File: src/rtl/i2c_stat_pkg.sv
package i2c_stat_pkg;
    localparam int REG_W     = 8;
    localparam int BIT_BUSY  = 7;
    localparam int BIT_IRQ   = 6;
    localparam int BIT_NOSS  = 5;
    localparam int BIT_RSVD  = 4;
    localparam int BIT_ARB   = 3;
    localparam int BIT_SADR  = 2;
    localparam int BIT_GCALL = 1;
    localparam int BIT_ACK   = 0;

    typedef struct packed {
        logic busy;
        logic irq_flag;
        logic arb_lost;
        logic saddr;
        logic gcall;
        logic ack;
    } stat_flags_t;

    typedef struct packed {
        logic irq_flag;
        logic arb_lost;
        logic saddr;
        logic gcall;
    } rd_mark_t;

    function automatic logic [REG_W-1:0] pack_reg(input stat_flags_t f);
        logic [REG_W-1:0] r;
        r            = '0;
        r[BIT_BUSY]  = f.busy;
        r[BIT_IRQ]   = f.irq_flag;
        r[BIT_NOSS]  = 1'b1;
        r[BIT_RSVD]  = 1'b1;
        r[BIT_ARB]   = f.arb_lost;
        r[BIT_SADR]  = f.saddr;
        r[BIT_GCALL] = f.gcall;
        r[BIT_ACK]   = f.ack;
        return r;
    endfunction
endpackage

File: src/rtl/i2c_line_mon.sv
module i2c_line_mon #(
    parameter int SYNC_STAGES = 2
) (
    input  logic clk,
    input  logic rst_n,
    input  logic scl_in,
    input  logic sda_in,
    output logic scl_s,
    output logic sda_s,
    output logic scl_rise,
    output logic scl_fall,
    output logic start_det,
    output logic stop_det
);
    localparam int SH_W = (SYNC_STAGES < 2) ? 2 : SYNC_STAGES;

    typedef struct packed {
        logic [SH_W-1:0] scl_sh;
        logic [SH_W-1:0] sda_sh;
        logic            scl_p;
        logic            sda_p;
    } mon_t;

    mon_t mon_d, mon_q;

    always_comb begin
        mon_d        = mon_q;
        mon_d.scl_sh = {mon_q.scl_sh[SH_W-2:0], scl_in};
        mon_d.sda_sh = {mon_q.sda_sh[SH_W-2:0], sda_in};
        mon_d.scl_p  = mon_q.scl_sh[SH_W-1];
        mon_d.sda_p  = mon_q.sda_sh[SH_W-1];
    end

    always_ff @(posedge clk or negedge rst_n) begin
        if (!rst_n) mon_q <= '1;
        else        mon_q <= mon_d;
    end

    assign scl_s     = mon_q.scl_sh[SH_W-1];
    assign sda_s     = mon_q.sda_sh[SH_W-1];
    assign scl_rise  = scl_s & ~mon_q.scl_p;
    assign scl_fall  = ~scl_s & mon_q.scl_p;
    assign start_det = scl_s & mon_q.scl_p & mon_q.sda_p & ~sda_s;
    assign stop_det  = scl_s & mon_q.scl_p & ~mon_q.sda_p & sda_s;

    p_cond_excl_r2: assert property (@(posedge clk) disable iff (!rst_n)
        !(start_det && stop_det));
endmodule

File: src/rtl/i2c_arb_chk.sv
module i2c_arb_chk #(
    parameter bit ARB_ON_FALL = 1'b1
) (
    input  logic master,
    input  logic transmit,
    input  logic scl_rise,
    input  logic scl_fall,
    input  logic sda_s,
    input  logic sda_drv,
    input  logic scl_drv,
    output logic al_evt
);
    logic rise_hit;
    logic fall_hit;

    assign rise_hit = scl_rise & (sda_drv ^ sda_s);

    generate
        if (ARB_ON_FALL) begin : g_fall
            assign fall_hit = scl_fall & scl_drv;
        end else begin : g_nofall
            assign fall_hit = 1'b0;
        end
    endgenerate

    assign al_evt = master & transmit & (rise_hit | fall_hit);
endmodule

File: src/rtl/i2c_flag_core.sv
module i2c_flag_core
    import i2c_stat_pkg::*;
(
    input  logic             clk,
    input  logic             rst_n,
    input  logic             start_det,
    input  logic             stop_det,
    input  logic             al_evt,
    input  logic             master,
    input  logic             transmit,
    input  logic             fmt_sel,
    input  logic             xfer_done,
    input  logic             own_hit,
    input  logic             gc_hit,
    input  logic             ack_strobe,
    input  logic             ack_rx,
    input  logic             dr_wr,
    input  logic             dr_rd,
    input  logic             cpu_wr,
    input  logic             cpu_rd,
    input  logic [REG_W-1:0] cpu_wdata,
    output stat_flags_t      flags,
    output logic             start_req,
    output logic             stop_req
);
    typedef struct packed {
        stat_flags_t f;
        rd_mark_t    m;
        logic        win;
        logic        sreq;
        logic        preq;
    } core_t;

    core_t core_d, core_q;
    logic  slave_rx;
    logic  addr_evt;
    logic  dr_clr;
    logic  irq_set;

    always_comb begin
        core_d      = core_q;
        core_d.sreq = 1'b0;
        core_d.preq = 1'b0;

        slave_rx = ~master & ~transmit;
        addr_evt = slave_rx & (own_hit | gc_hit);
        dr_clr   = (dr_wr & transmit) | (dr_rd & ~transmit);

        if (master)       irq_set = xfer_done | al_evt;
        else if (fmt_sel) irq_set = xfer_done;
        else              irq_set = addr_evt | (xfer_done & core_q.win);

        // bus busy
        if (stop_det)  core_d.f.busy = 1'b0;
        if (start_det) core_d.f.busy = 1'b1;

        // read marks
        if (cpu_rd) begin
            if (core_q.f.irq_flag) core_d.m.irq_flag = 1'b1;
            if (core_q.f.arb_lost) core_d.m.arb_lost = 1'b1;
            if (core_q.f.saddr)    core_d.m.saddr    = 1'b1;
            if (core_q.f.gcall)    core_d.m.gcall    = 1'b1;
        end

        // CPU write: clears, requests, acknowledge bit
        if (cpu_wr) begin
            if (core_q.m.irq_flag && !cpu_wdata[BIT_IRQ])   core_d.f.irq_flag = 1'b0;
            if (core_q.m.arb_lost && !cpu_wdata[BIT_ARB])   core_d.f.arb_lost = 1'b0;
            if (core_q.m.saddr    && !cpu_wdata[BIT_SADR])  core_d.f.saddr    = 1'b0;
            if (core_q.m.gcall    && !cpu_wdata[BIT_GCALL]) core_d.f.gcall    = 1'b0;
            core_d.m = '0;
            if (!cpu_wdata[BIT_NOSS]) begin
                if (cpu_wdata[BIT_BUSY]) core_d.sreq = 1'b1;
                else                     core_d.preq = 1'b1;
            end
            core_d.f.ack = cpu_wdata[BIT_ACK];
        end

        // automatic clear on data register access
        if (dr_clr) begin
            core_d.f.arb_lost = 1'b0;
            core_d.f.saddr    = 1'b0;
            core_d.f.gcall    = 1'b0;
        end

        // slave match window (format 0)
        if (start_det || stop_det) core_d.win = 1'b0;
        if (addr_evt && !fmt_sel)  core_d.win = 1'b1;

        // hardware sets win over clears
        if (al_evt)             core_d.f.arb_lost = 1'b1;
        if (addr_evt)           core_d.f.saddr    = 1'b1;
        if (slave_rx && gc_hit) core_d.f.gcall    = 1'b1;
        if (irq_set)            core_d.f.irq_flag = 1'b1;
        if (ack_strobe && transmit) core_d.f.ack  = ack_rx;
    end

    always_ff @(posedge clk or negedge rst_n) begin
        if (!rst_n) core_q <= '0;
        else        core_q <= core_d;
    end

    assign flags     = core_q.f;
    assign start_req = core_q.sreq;
    assign stop_req  = core_q.preq;

    p_busy_set_r2: assert property (@(posedge clk) disable iff (!rst_n)
        start_det |=> core_q.f.busy);
    p_busy_clr_r2: assert property (@(posedge clk) disable iff (!rst_n)
        stop_det |=> !core_q.f.busy);
    p_req_excl_r3: assert property (@(posedge clk) disable iff (!rst_n)
        !(start_req && stop_req));
    p_req_src_r3: assert property (@(posedge clk) disable iff (!rst_n)
        start_req |-> $past(cpu_wr && !cpu_wdata[BIT_NOSS] && cpu_wdata[BIT_BUSY]));
    p_irq_clear_r4: assert property (@(posedge clk) disable iff (!rst_n)
        $fell(core_q.f.irq_flag) |-> $past(cpu_wr && core_q.m.irq_flag));
    p_al_src_r6: assert property (@(posedge clk) disable iff (!rst_n)
        $rose(core_q.f.arb_lost) |-> $past(al_evt));
    p_gcall_pair_r8: assert property (@(posedge clk) disable iff (!rst_n)
        $rose(core_q.f.gcall) |-> core_q.f.saddr);
    p_set_wins_r13: assert property (@(posedge clk) disable iff (!rst_n)
        irq_set |=> core_q.f.irq_flag);
endmodule

File: src/rtl/i2c_stat_reg.sv
module i2c_stat_reg
    import i2c_stat_pkg::*;
#(
    parameter int SYNC_STAGES = 2,
    parameter bit ARB_ON_FALL = 1'b1
) (
    input  logic             clk,
    input  logic             rst_n,
    input  logic             scl_in,
    input  logic             sda_in,
    input  logic             scl_drv,
    input  logic             sda_drv,
    input  logic             master,
    input  logic             transmit,
    input  logic             fmt_sel,
    input  logic             xfer_done,
    input  logic             own_hit,
    input  logic             gc_hit,
    input  logic             ack_strobe,
    input  logic             ack_rx,
    input  logic             dr_wr,
    input  logic             dr_rd,
    input  logic             stat_wr,
    input  logic             stat_rd,
    input  logic [REG_W-1:0] stat_wdata,
    output logic [REG_W-1:0] stat_rdata,
    input  logic             irq_en,
    output logic             irq,
    output logic             start_req,
    output logic             stop_req,
    output logic             ack_drv
);
    logic        scl_s, sda_s, scl_rise, scl_fall, start_det, stop_det;
    logic        al_evt;
    stat_flags_t flags;

    i2c_line_mon #(.SYNC_STAGES(SYNC_STAGES)) u_mon (
        .clk       (clk),
        .rst_n     (rst_n),
        .scl_in    (scl_in),
        .sda_in    (sda_in),
        .scl_s     (scl_s),
        .sda_s     (sda_s),
        .scl_rise  (scl_rise),
        .scl_fall  (scl_fall),
        .start_det (start_det),
        .stop_det  (stop_det)
    );

    i2c_arb_chk #(.ARB_ON_FALL(ARB_ON_FALL)) u_arb (
        .master   (master),
        .transmit (transmit),
        .scl_rise (scl_rise),
        .scl_fall (scl_fall),
        .sda_s    (sda_s),
        .sda_drv  (sda_drv),
        .scl_drv  (scl_drv),
        .al_evt   (al_evt)
    );

    i2c_flag_core u_core (
        .clk        (clk),
        .rst_n      (rst_n),
        .start_det  (start_det),
        .stop_det   (stop_det),
        .al_evt     (al_evt),
        .master     (master),
        .transmit   (transmit),
        .fmt_sel    (fmt_sel),
        .xfer_done  (xfer_done),
        .own_hit    (own_hit),
        .gc_hit     (gc_hit),
        .ack_strobe (ack_strobe),
        .ack_rx     (ack_rx),
        .dr_wr      (dr_wr),
        .dr_rd      (dr_rd),
        .cpu_wr     (stat_wr),
        .cpu_rd     (stat_rd),
        .cpu_wdata  (stat_wdata),
        .flags      (flags),
        .start_req  (start_req),
        .stop_req   (stop_req)
    );

    assign stat_rdata = pack_reg(flags);
    assign irq        = flags.irq_flag & irq_en;
    assign ack_drv    = flags.ack;

    p_irq_gate_r14: assert property (@(posedge clk) disable iff (!rst_n)
        irq |-> irq_en);
    p_noss_high_r3: assert property (@(posedge clk) disable iff (!rst_n)
        stat_rdata[BIT_NOSS] && stat_rdata[BIT_RSVD]);
endmodule

File: config.mk
export PLATFORM = sky130hd
export DESIGN_NAME = i2c_stat_reg
export DESIGN_NICKNAME = d
export VERILOG_FILES = /design/src/rtl/i2c_stat_pkg.sv /design/src/rtl/i2c_line_mon.sv /design/src/rtl/i2c_arb_chk.sv /design/src/rtl/i2c_flag_core.sv /design/src/rtl/i2c_stat_reg.sv
export SDC_FILE = /design/constraint.sdc
export NUM_CORES = 1
export LEC_CHECK = 0
export BUFFER_PORTS_ARGS = -buffer_cell sky130_fd_sc_hd__buf_2
export CAP_MARGIN = 20
export CORE_ASPECT_RATIO = 0.9
export CORE_MARGIN = 5
export CORE_UTILIZATION = 40
export CTS_CLUSTER_DIAMETER = 120
export CTS_CLUSTER_SIZE = 25
export DETAILED_ROUTE_END_ITERATION = 10
export MAX_ROUTING_LAYER = met4
export PLACE_DENSITY = 0.76
export SLEW_MARGIN = 20
export SYNTH_ARGS = -nofsm -noshare
export SYNTH_HDL_FRONTEND = slang
export SYNTH_SLANG_ARGS = --single-unit
File: constraint.sdc
create_clock -name clk -period 1.3 [get_ports clk]
set_clock_uncertainty 0.2 [all_clocks]
set_input_delay 0.13 -clock clk [delete_from_list [all_inputs] [get_ports clk]]
set_output_delay 0.13 -clock clk [all_outputs]
set_load 0.01 [all_outputs]
==> metrics.md <==
| Metric | Value |
|---|---|
| Area contributors post-synth | `dfrtp_1 40%, dfstp_2 19%, buf_4 7.3%, nand2_1 4.1%, nor2_1 3.2%` |
| TritonCTS Buffers | `3` |
| Wire length per cell | `13.1 um` |
| Number of rows in the core area | `15` |
| Clock input transition at the sequential cells of the worst setup and hold paths | `~0.1 ns` |
| Remaining Overflow, GRT | `0` |
| Area growth from synthesis to final layout | `44.0%` |
| Pin count of the biggest net entering global routing | `20` |
| Worst Path Arrival | `1.28 ns` |
| Final layout net count | `151` |
| Reg area | `between 400 and 500 sq um` |
| Final wirelength | `~1900 um` |
| Simple logic cell fraction of the synthesized area | `about 16%` |
| Initial Util | `between 40% and 50%` |
| Violated checks | `negative hold slack` |
| Combined area of the multi-input logic cells | `between 200 and 300 sq um` |
| Initial drt markers | `10` |
| Cell taking the most area after synthesis | `dfrtp_1` |
| Htree depth | `1` |
| Die Height | `roughly 53 um` |
| Final instance area | `between 0.001 and 0.0015 sq mm` |
| Routability-driven placement congestion ratio | `between 0.7 and 0.8` |
| Worst-skew pair later-pin latency | `approximately 0.28 ns` |
| Sequential-to-total area share from yosys stat | `58.9%` |
| Netlist Area Pre-Place | `~820 sq um` |
| Placed inst area | `around 960 sq um` |
| Post-route antenna net violation count | `0` |
| Number of standard cells after synthesis | `between 70 and 80` |
| Global-route wire length before repair | `3200 um` |
| Peak Freq | `roughly 770 MHz` |
| Type of destination of the critical path | `flop` |
| Worst setup path endpoint | `u_core.flags[5]` |
| Final Critical Period | `~1.3 ns` |
| Fraction of the mapped netlist area in adder cells | `0%` |
| Worst VDD drop | `~0.75 mV` |
| Proportion of synthesized area in mux cells | `approximately 1.2%` |
| Final hold viol count | `3` |
| Leak pwr | `0.561 nW` |
| Number of max-slew violations in the final report | `0` |
| XOR/XNOR Fraction of Synth Area | `2.14%` |
| Power per standard cell area | `990 mW/mm^2` |
| Startpoint of the most critical setup path | `u_mon.sda_s` |
| Antenna diode count | `0` |
| Number of setup violations in the final report | `0` |
| Run status | `finished with violations` |
| Std-Cell Core Area | `approximately 0.0019 sq mm` |
| Classification of the worst-slack hold path | `in2reg` |
| Fraction of final layout cells with drive strength greater than 1 | `between 30% and 40%` |
| Vias in the first global route | `776` |
| TritonCTS clock tree | `done` |
| Global routing usage summed across all routing layers | `~14%` |
| Worst Setup Start Kind | `flop` |
| Number of enable-type register cells in the synthesized netlist | `0` |
| Clk root buf | `clkbuf_4` |
| Maximum number of buffers from clock root to sink | `2` |
| Hold buffers post-CTS | `15` |
| Warnings from Yosys | `0` |
| Ranking of synthesized cells by instance count | `13 x dfrtp_1, 9 x nand2_1, 8 x buf_4, 7 x nor2_1, 6 x dfstp_2` |
| Worst Reg-to-Reg Cells | `3` |
| Setup repair after global routing missed its margin | `yes` |
| Worst EP required | `between 1 and 1.5 ns` |
| Flip-flop and latch count after synthesis | `19` |
| Number of I/O pins | `39` |
| Fill cells | `169` |
| Worst setup slack for register-to-register paths | `between 0.003 and 0.004 ns` |
| Post-route clock period utilization | `roughly 100%` |
| Number of port buffers | `35` |
| Proportion of netlist area held by the largest area contributor | `approximately two fifths` |
| Die Footprint | `between 0.003 and 0.004 sq mm` |
| Dominant combinational cell family by area after synthesis | `simple AND/OR/NAND/NOR gates` |
| Cell with the most instances after synthesis | `dfrtp_1` |
| Number of unique standard cell types used by synthesis | `26` |
| Ratio of routed vias to standard cells | `roughly 5` |
| Clock sink total | `19` |
| Proportion of register bits with asynchronous set or reset after synthesis | `100%` |
| Number of iterations in the first detailed-routing pass | `4` |
| Total via count in the routed design | `727` |
| Mean instance size in the synthesized netlist | `~11 sq um` |
| Final total negative setup slack | `0 ns` |
| Max-capacitance violation count | `0` |
| Synth Area in Compound Gates | `13.0%` |
| Post-detailed-route DRC marker count | `0` |
| Commonest register cell after synthesis | `dfrtp_1` |
| Hold_ws | `-0.104 ns` |
| Reg-to-reg startpoint | `u_mon.sda_s` |
| Worst Path Max Fanout | `3` |
| Critical register-to-register path endpoint | `u_core.flags[5]` |
| Number of antenna violations at the first check in global routing | `0` |
| Setup CP Type | `reg2reg` |
| Horizontal extent of the die | `a little under 60 um` |
## area by class of cell
cell class / count / area share [%]
clock buffers: 4 / 2.23
multi-input cells: 47 / 24.0
flip-flops and latches: 19 / 40.9
well taps: 25 / 2.65
repair buffers: 53 / 30.2
## repair_timing
action                     in CTS  in global routing
hold endpoints to repair       33                  3
gates resized for setup         0                  5
setup endpoints to repair       1                  5
pin swaps                       0                  1
setup buffers                   1                  2
## per-layer routing
layer	global-route usage [%]	part of all wire, %	vias up
met5	-	0	-
met3	2.93	6.6	4
li1	-	-	352
met1	16.8	40	343
met2	24.2	51	28
met4	3.47	2.1	0
## where the power goes
group | switching, W | internal [W] | total, W | leakage, nW
sequential | 0.0000275 | 0.000640 | 0.000667 | 0.225
clock | 0.000168 | 0.000119 | 0.000287 | 0.0150
combinational | 0.0000963 | 0.000118 | 0.000214 | 0.322
## through the flow
step / utilization, % / setup slack, ns / hold WS [ns] / power, W / instances
4_1_cts: 59.4 / 0.000295 / -0.113 / 0.00116 / 146
6_report: 61.0 / 0.00346 / -0.104 / 0.00117 / 148
2_1_floorplan: - / 0.0677 / -0.366 / 0.000773 / 75
3_5_place_dp: 49.9 / -0.00312 / -0.116 / 0.000843 / 126
5_1_grt: 61.0 / -0.0273 / -0.121 / 0.00124 / 148
3_3_place_gp: 49.9 / 0.0221 / -0.123 / 0.000835 / 126
## how the worst min path moves through the flow
stage / start / endpoint / slack, ns / depth (start not counted)
final: master / u_core.flags[2] / -0.10 / 2
after global placement: rst_n / u_core.flags[0] / -0.12 / 1
after global routing: master / u_core.flags[2] / -0.12 / 2
after detailed placement: rst_n / u_core.flags[0] / -0.12 / 1
after CTS: master / u_core.flags[2] / -0.11 / 2
after floorplan: rst_n / u_core.core_q[2] / -0.37 / 0
## state kept, by name, indices dropped and copies added (netlist names)
signal            count
u_mon.mon_q           2
u_core.core_q         5
u_mon.mon_d           2
u_mon.sda_s           1
u_core.flags          6
u_core.start_req      1
u_core.stop_req       1
u_mon.scl_s           1
## layout by cell type (no fill, tap or decap), types with 2 or more instances in the layout
cell type,n
o31ai_1,2
dlygate4sd3_1,15
dfrtp_1,13
buf_2,33
o21ai_1,2
clkbuf_4,4
dfstp_2,6
nand2_1,9
conb_1,2
o221ai_1,3
a21oi_1,5
buf_4,3
nor2_1,7
## worst max-delay path, cell delays in order, from the launching register on
cell and delay [ns]:
dfstp_2 0.58, buf_4 0.12, o21bai_1 0.07, a22o_1 0.23
## cell families after synthesis
| family | Yosys count |
|---|---|
| other | 1 |
| buffers and inverters | 9 |
| AND/OR/NAND/NOR | 26 |
| flip-flops | 19 |
| AO/OA/AOI/OAI | 16 |
| multiplexers | 1 |
| XOR/XNOR | 2 |
Power figures use the tool's default switching activity.
